`config.mk`:
```
export PLATFORM = sky130hd
export DESIGN_NAME = wdt_portio
export DESIGN_NICKNAME = d
export VERILOG_FILES = /design/src/rtl/wdt_pkg.sv /design/src/rtl/wdt_regs.sv /design/src/rtl/wdt_tick.sv /design/src/rtl/wdt_ctl.sv /design/src/rtl/wdt_portio.sv
export SDC_FILE = /design/constraint.sdc
export NUM_CORES = 1
export LEC_CHECK = 0
export BUFFER_PORTS_ARGS = -buffer_cell sky130_fd_sc_hd__buf_4
export CORE_MARGIN = 1
export CORE_UTILIZATION = 25
export CTS_BUF_LIST = sky130_fd_sc_hd__clkbuf_16
export CTS_CLUSTER_SIZE = 8
export DETAILED_ROUTE_END_ITERATION = 8
export MAX_ROUTING_LAYER = met4
export SLEW_MARGIN = 20
export SYNTH_ARGS = -nofsm -noshare
export SYNTH_HDL_FRONTEND = slang
export SYNTH_HIERARCHICAL = 1
export SYNTH_SLANG_ARGS = --single-unit
```
`constraint.sdc`:
```
create_clock -name clk -period 2.5 [get_ports clk]
set_clock_uncertainty 0.05 [all_clocks]
set_input_delay 0.25 -clock clk [delete_from_list [all_inputs] [get_ports clk]]
set_output_delay 0.25 -clock clk [all_outputs]
set_load 0.02 [all_outputs]
```
`src/rtl/wdt_pkg.sv`:
```
package wdt_pkg;

    localparam int SEC_W = 7;

    typedef enum logic [1:0] {
        ST_IDLE,
        ST_COUNT,
        ST_PULSE
    } wd_state_e;

    // Non-linear timeout table, seconds per 3-bit index
    function automatic logic [SEC_W-1:0] secs_of(input logic [2:0] sel);
        logic [SEC_W-1:0] s;
        case (sel)
            3'd0: s = 7'd2;
            3'd1: s = 7'd4;
            3'd2: s = 7'd6;
            3'd3: s = 7'd8;
            3'd4: s = 7'd16;
            3'd5: s = 7'd32;
            3'd6: s = 7'd48;
            default: s = 7'd64;
        endcase
        return s;
    endfunction

endpackage

```
`src/rtl/wdt_regs.sv`:
```
module wdt_regs #(
    parameter logic [7:0] ADDR_CTRL = 8'h62,
    parameter logic [7:0] ADDR_KICK = 8'h66
) (
    input  logic       clk,
    input  logic       por_n,
    input  logic [7:0] io_addr,
    input  logic       io_wr,
    input  logic       io_rd,
    input  logic [7:0] io_wdata,
    output logic [7:0] io_rdata,
    input  logic       expire,
    output logic       en,
    output logic       mode,
    output logic [2:0] idx,
    output logic       flag,
    output logic       reload
);

    logic wr_ctrl;
    logic kick;

    assign wr_ctrl = io_wr && (io_addr == ADDR_CTRL);
    assign kick    = io_rd && (io_addr == ADDR_KICK);

    always_ff @(posedge clk or negedge por_n) begin
        if (!por_n) begin
            en     <= 1'b0;
            mode   <= 1'b0;
            idx    <= 3'd7;
            flag   <= 1'b0;
            reload <= 1'b0;
        end else begin
            reload <= 1'b0;
            if (wr_ctrl) begin
                en     <= io_wdata[0];
                mode   <= io_wdata[1];
                idx    <= io_wdata[5:3];
                reload <= io_wdata[0] && (!en || (io_wdata[5:3] != idx));
                if (io_wdata[7]) begin
                    flag <= 1'b0;
                end
            end
            if (kick && en) begin
                reload <= 1'b1;
            end
            if (expire) begin
                en     <= 1'b0;
                flag   <= 1'b1;
                reload <= 1'b0;
            end
        end
    end

    always_comb begin
        io_rdata = 8'h00;
        if (io_addr == ADDR_CTRL) begin
            io_rdata = {flag, 1'b0, idx, 1'b0, mode, en};
        end
    end

    AST_FLAG_SET: assert property (@(posedge clk) disable iff (!por_n)
        expire |=> flag);
    AST_EN_DROP: assert property (@(posedge clk) disable iff (!por_n)
        expire |=> !en);
    AST_W1C: assert property (@(posedge clk) disable iff (!por_n)
        (wr_ctrl && io_wdata[7] && !expire) |=> !flag);
    AST_FLAG_HOLD: assert property (@(posedge clk) disable iff (!por_n)
        (!expire && !(wr_ctrl && io_wdata[7])) |=> (flag == $past(flag)));

endmodule

```
`src/rtl/wdt_tick.sv`:
```
module wdt_tick #(
    parameter int DIV = 50_000_000
) (
    input  logic clk,
    input  logic por_n,
    input  logic run,
    input  logic clr,
    output logic tick
);

    localparam int CW = (DIV > 1) ? $clog2(DIV) : 1;
    localparam logic [CW-1:0] LAST = CW'(DIV - 1);

    logic [CW-1:0] cnt;

    always_ff @(posedge clk or negedge por_n) begin
        if (!por_n) begin
            cnt <= '0;
        end else if (!run || clr || (cnt == LAST)) begin
            cnt <= '0;
        end else begin
            cnt <= cnt + 1'b1;
        end
    end

    assign tick = run && !clr && (cnt == LAST);

    AST_TICK_IDLE: assert property (@(posedge clk) disable iff (!por_n)
        !run |=> (cnt == '0));

endmodule

```
`src/rtl/wdt_ctl.sv`:
```
module wdt_ctl
    import wdt_pkg::*;
#(
    parameter int RST_CYCLES = 32
) (
    input  logic       clk,
    input  logic       por_n,
    input  logic       en,
    input  logic [2:0] idx,
    input  logic       reload,
    input  logic       safe_en_n,
    input  logic       tick,
    output logic       run,
    output logic       expire,
    output logic       rst_out
);

    localparam int PW = $clog2(RST_CYCLES + 1);
    localparam logic [PW-1:0] P_LAST = PW'(RST_CYCLES - 1);

    wd_state_e        state, nxt;
    logic [SEC_W-1:0] secs;
    logic [PW-1:0]    pcnt;

    assign expire = (state == ST_COUNT) && en && !reload && tick && (secs == 7'd1);

    always_ff @(posedge clk or negedge por_n) begin
        if (!por_n) begin
            state <= ST_IDLE;
        end else begin
            state <= nxt;
        end
    end

    always_comb begin
        nxt = state;
        unique case (state)
            ST_IDLE: begin
                if (reload && en) nxt = ST_COUNT;
            end
            ST_COUNT: begin
                if (!en)          nxt = ST_IDLE;
                else if (expire)  nxt = safe_en_n ? ST_IDLE : ST_PULSE;
            end
            ST_PULSE: begin
                if (pcnt == P_LAST) nxt = ST_IDLE;
            end
            default: nxt = ST_IDLE;
        endcase
    end

    always_ff @(posedge clk or negedge por_n) begin
        if (!por_n) begin
            secs <= '0;
            pcnt <= '0;
        end else begin
            if (reload && state != ST_PULSE) begin
                secs <= secs_of(idx);
            end else if (tick && state == ST_COUNT) begin
                secs <= secs - 1'b1;
            end
            pcnt <= (state == ST_PULSE) ? pcnt + 1'b1 : '0;
        end
    end

    always_comb begin
        run     = (state == ST_COUNT);
        rst_out = (state == ST_PULSE);
    end

    AST_RST_GATED: assert property (@(posedge clk) disable iff (!por_n)
        $rose(rst_out) |-> $past(!safe_en_n));
    AST_PULSE_LEN: assert property (@(posedge clk) disable iff (!por_n)
        $fell(rst_out) |-> ($past(pcnt) == P_LAST));
    AST_ALARM_ONLY: assert property (@(posedge clk) disable iff (!por_n)
        (expire && safe_en_n) |=> !rst_out);
    AST_STOP: assert property (@(posedge clk) disable iff (!por_n)
        (state == ST_COUNT && !en) |=> (state == ST_IDLE));
    AST_SECS_RANGE: assert property (@(posedge clk) disable iff (!por_n)
        (state == ST_COUNT) |-> (secs != '0 && secs <= 7'd64));

endmodule

```
`src/rtl/wdt_portio.sv`:
```
module wdt_portio #(
    parameter int         CLK_PER_SEC = 50_000_000,
    parameter int         RST_CYCLES  = 32,
    parameter logic [7:0] ADDR_CTRL   = 8'h62,
    parameter logic [7:0] ADDR_KICK   = 8'h66
) (
    input  logic       clk,
    input  logic       por_n,
    input  logic [7:0] io_addr,
    input  logic       io_wr,
    input  logic       io_rd,
    input  logic [7:0] io_wdata,
    output logic [7:0] io_rdata,
    input  logic       safe_en_n,
    output logic       sys_rst
);

    logic       en, mode, flag, reload;
    logic [2:0] idx;
    logic       run, tick, expire;

    wdt_regs #(
        .ADDR_CTRL (ADDR_CTRL),
        .ADDR_KICK (ADDR_KICK)
    ) u_regs (
        .clk      (clk),
        .por_n    (por_n),
        .io_addr  (io_addr),
        .io_wr    (io_wr),
        .io_rd    (io_rd),
        .io_wdata (io_wdata),
        .io_rdata (io_rdata),
        .expire   (expire),
        .en       (en),
        .mode     (mode),
        .idx      (idx),
        .flag     (flag),
        .reload   (reload)
    );

    wdt_tick #(
        .DIV (CLK_PER_SEC)
    ) u_tick (
        .clk   (clk),
        .por_n (por_n),
        .run   (run),
        .clr   (reload),
        .tick  (tick)
    );

    wdt_ctl #(
        .RST_CYCLES (RST_CYCLES)
    ) u_ctl (
        .clk       (clk),
        .por_n     (por_n),
        .en        (en),
        .idx       (idx),
        .reload    (reload),
        .safe_en_n (safe_en_n),
        .tick      (tick),
        .run       (run),
        .expire    (expire),
        .rst_out   (sys_rst)
    );

endmodule

```
==> impl_metrics.py <==
metrics = {
    "finish": {
        "diodes": 0,
        "fillers": 1063,
        "area_growth_pct": 31.36,
        "final_cells": 469,
        "drive_gt1_frac": 0.3213,
        "nets": 358,
        "stdcell_area_mm2": 0.003575,
        "final_util": 0.3432,
    },
    "sta": {
        "period_share": 1.049,
        "fin_crit_ns": 2.622,
        "rsz0062_at_grt": "true",
        "finalSetupViolCount": 3,
        "tightestPinTransition_ns": 0.6215,
        "hold_viol": 0,
        "drv_slew": 0,
        "fin_ws_ns": -0.1221,
        "hold_ws_ns": 0.1269,
        "finalSetupTns_ns": -0.1834,
        "fmax_mhz": 381.4,
        "max_slew_margin": 0.5857,
    },
    "floorplan": {
        "initial_core_util": 0.2613,
        "die_h_um": 106.3,
        "io_pins": 30,
        "core_region_area_mm2": 0.01042,
        "fp.dieW_um": 106.3,
        "rows": 37,
        "dieArea_mm2": 0.01131,
    },
    "clock_tree": {
        "cts_buffers": 5,
        "cts_tree": "done",
        "clk_pin_slew_worst_paths_ns": 0.07,
        "cts_root_buf": "clkbuf_16",
        "htreeDepth": 2,
        "clock-sinks": 48,
        "cts.path.max_buffers": 2,
        "insertion_delay_ns": 0.29,
    },
    "yosys": {
        "ys_types": 57,
        "ys_seq_area_frac": 0.4428,
        "avgSynthCellArea_um2": 10.04,
        "yosysTopAreaCell": "dfrtp_1",
        "synth_area_mm2": 0.002721,
        "async_flop_share": 1.000,
        "ys_warn_count": 6,
        "syn-instance-count": 271,
        "synth_seq_cells": 48,
        "synth_edf_count": 0,
        "ys.flop_type": "dfrtp_1",
        "ys_top_cells_by_area": "dfrtp_1, xnor2_1, nor2_1",
        "synth_top_area_frac": 0.4138,
    },
    "flow_run": {
        "max-cap-violations": 0,
    },
    "worst_setup_path": {
        "worstPathRequired_ns": 2.63,
        "criticalPathCategory": "reg -> reg",
        "cp.arrival_ns": 2.75,
        "critPathTopFamily": "simple AND/OR/NAND/NOR gates",
        "crit_fanout": 3,
        "startpoint_type": "register",
        "cp-end-kind": "register",
        "crit_buf_inv": 0,
        "max_stage_delay_ns": 0.55,
        "path_cells": "or4_4, nor3b_4, nand3_2, nor2_4, nand2_2, or4_4, nor2_4, nand2b_4, a41oi_2, a31o_2",
        "critical-path-slowest-cell": "or4_4",
    },
    "pwr": {
        "peakVddDrop_v": 0.0002565,
        "total_power_mw": 1.663,
        "p_leak_nw": 1.506,
        "cellPowerDensity_mw_per_mm2": 465.3,
    },
    "place": {
        "port_buffers": 25,
        "dp.cells": 456,
        "post_dp_cell_area_mm2": 0.003289,
        "hpwl_um": 4591,
        "pre_cts_slack_ns": -0.1861,
        "place_congestion": 0.8357,
    },
    "drt": {
        "ant_nets": 0,
        "vias": 2315,
        "drc": 0,
        "wirelength_um": 6375,
        "routed_via_density": 4.936,
        "wl_per_cell_um": 13.59,
        "first_pass_iters": 4,
        "drt_iter0_drc": 188,
    },
    "global_route": {
        "globalRouteOverflowTotal": 0,
        "grt_pass1_vias": 2364,
        "grt_max_degree": 49,
        "grt_antenna_before_repair": 0,
        "track_usage": 0.1273,
        "grt_pass1_wl_um": 11230,
    },
    "hold_path": {
        "min_path_type": "in -> reg",
    },
    "run_status": {
        "status": "finished, violations left",
        "violations": "setup timing",
    },
}
-- cell usage in the layout, fill, tap and decap left out, types with 2 or more instances in the layout --
cell	netlist	routed
xor2_1	8	8
nor4_1	9	8
and4_1	4	4
or2_2	3	3
o21ai_0	7	6
o31ai_1	7	6
and3_1	8	8
nand2_1	12	11
nand2b_4	0	2
nand4_1	9	9
nand2b_1	4	2
a31o_2	2	2
a21oi_1	10	10
a311oi_1	2	2
a31oi_1	3	3
inv_1	10	11
or4_4	3	6
dfrtp_1	45	45
clkbuf_16	0	5
and2_1	2	2
ha_1	5	5
buf_4	4	59
nor2_4	0	2
or4_1	9	7
nor2_1	26	24
nand3_1	14	13
xnor2_1	15	15
or3_1	6	6
nor3_1	5	4
conb_1	1	2
dfstp_2	3	3
mux2_4	4	4
-- cell usage after synthesis (5+ instances only) --
master	n
a21oi_1	10
nor2_1	26
nor4_1	9
inv_1	10
or4_1	9
nand3_1	14
and3_1	8
dfrtp_1	45
nand4_1	9
xnor2_1	15
nor3_1	5
o21ai_0	7
nand2_1	12
or3_1	6
xor2_1	8
ha_1	5
o31ai_1	7
-- report_power, final --
group	switching, mW	leakage (nW)	internal (mW)
combinational	0.0539	0.767	0.0486
sequential	0.0125	0.654	0.787
clock	0.294	0.0850	0.467
-- metal layers --
| layer | wire length (um) | track usage | vias to the layer above |
|---|---|---|---|
| met5 | 0 | - | - |
| met4 | 102 | 0.04960 | 0 |
| met3 | 182 | 0.01533 | 6 |
| met2 | 3052 | 0.2078 | 56 |
| met1 | 3038 | 0.1607 | 1127 |
| li1 | - | - | 1126 |
-- registers in the layout, indices dropped and copies added, names as in the netlist --
register,cells
u_regs/reload,1
u_regs/flag,1
u_regs/mode,1
u_ctl/pcnt,6
u_tick/cnt,26
u_ctl/state,2
u_ctl/secs,7
u_regs/en,1
u_regs/idx,3
-- cell families after synthesis --
family / count (synthesis) / share of synthesized area
simple gates: 129 / 0.2929
flops: 48 / 0.4428
compound gates: 42 / 0.1067
xor+xnor: 23 / 0.07403
buf+inv: 17 / 0.02943
mux: 6 / 0.02989
fa+ha+maj: 5 / 0.02299
other cells: 1 / 0.001378
-- what timing repair did --
item / 4_1_cts / 5_1_grt
pin swaps: 6 / 7
hold buffers: 1 / 0
buffers inserted: 3 / 1
endpoints found under the setup margin: 3 / 8
gates resized for setup: 7 / 9
endpoints found under the hold margin: 45 / 0
-- layout make-up --
cell class	count	area (um^2)	area share
flip-flops and latches	48	1205	0.3371
repair buffers	60	452.9	0.1267
well taps	136	170.2	0.04760
multi-input cells	207	1545	0.4323
clock inverters	3	38.79	0.01085
clock buffers	5	125.1	0.03500
inverters	10	37.54	0.01050
-- final timing paths --
kind                            depth (start not counted)  slack (ns)                         end                startpoint
min in group asynchronous                               2        0.46    u_tick/cnt[16]$_DFF_PN0_                     por_n
max in group asynchronous                               2        1.51     u_ctl/pcnt[4]$_DFF_PN0_                     por_n
worst max-delay path                                   10       -0.12     u_regs/reload$_DFF_PN0_  u_tick/cnt[10]$_DFF_PN0_
worst max register to register                         10       -0.12     u_regs/reload$_DFF_PN0_  u_tick/cnt[10]$_DFF_PN0_
worst min-delay path                                    2        0.13  u_ctl/state[1]$_DFFE_PN0P_                 safe_en_n
worst min register to register                          1        0.41     u_ctl/pcnt[0]$_DFF_PN0_   u_ctl/pcnt[0]$_DFF_PN0_
(Power assumes the default switching activity.)
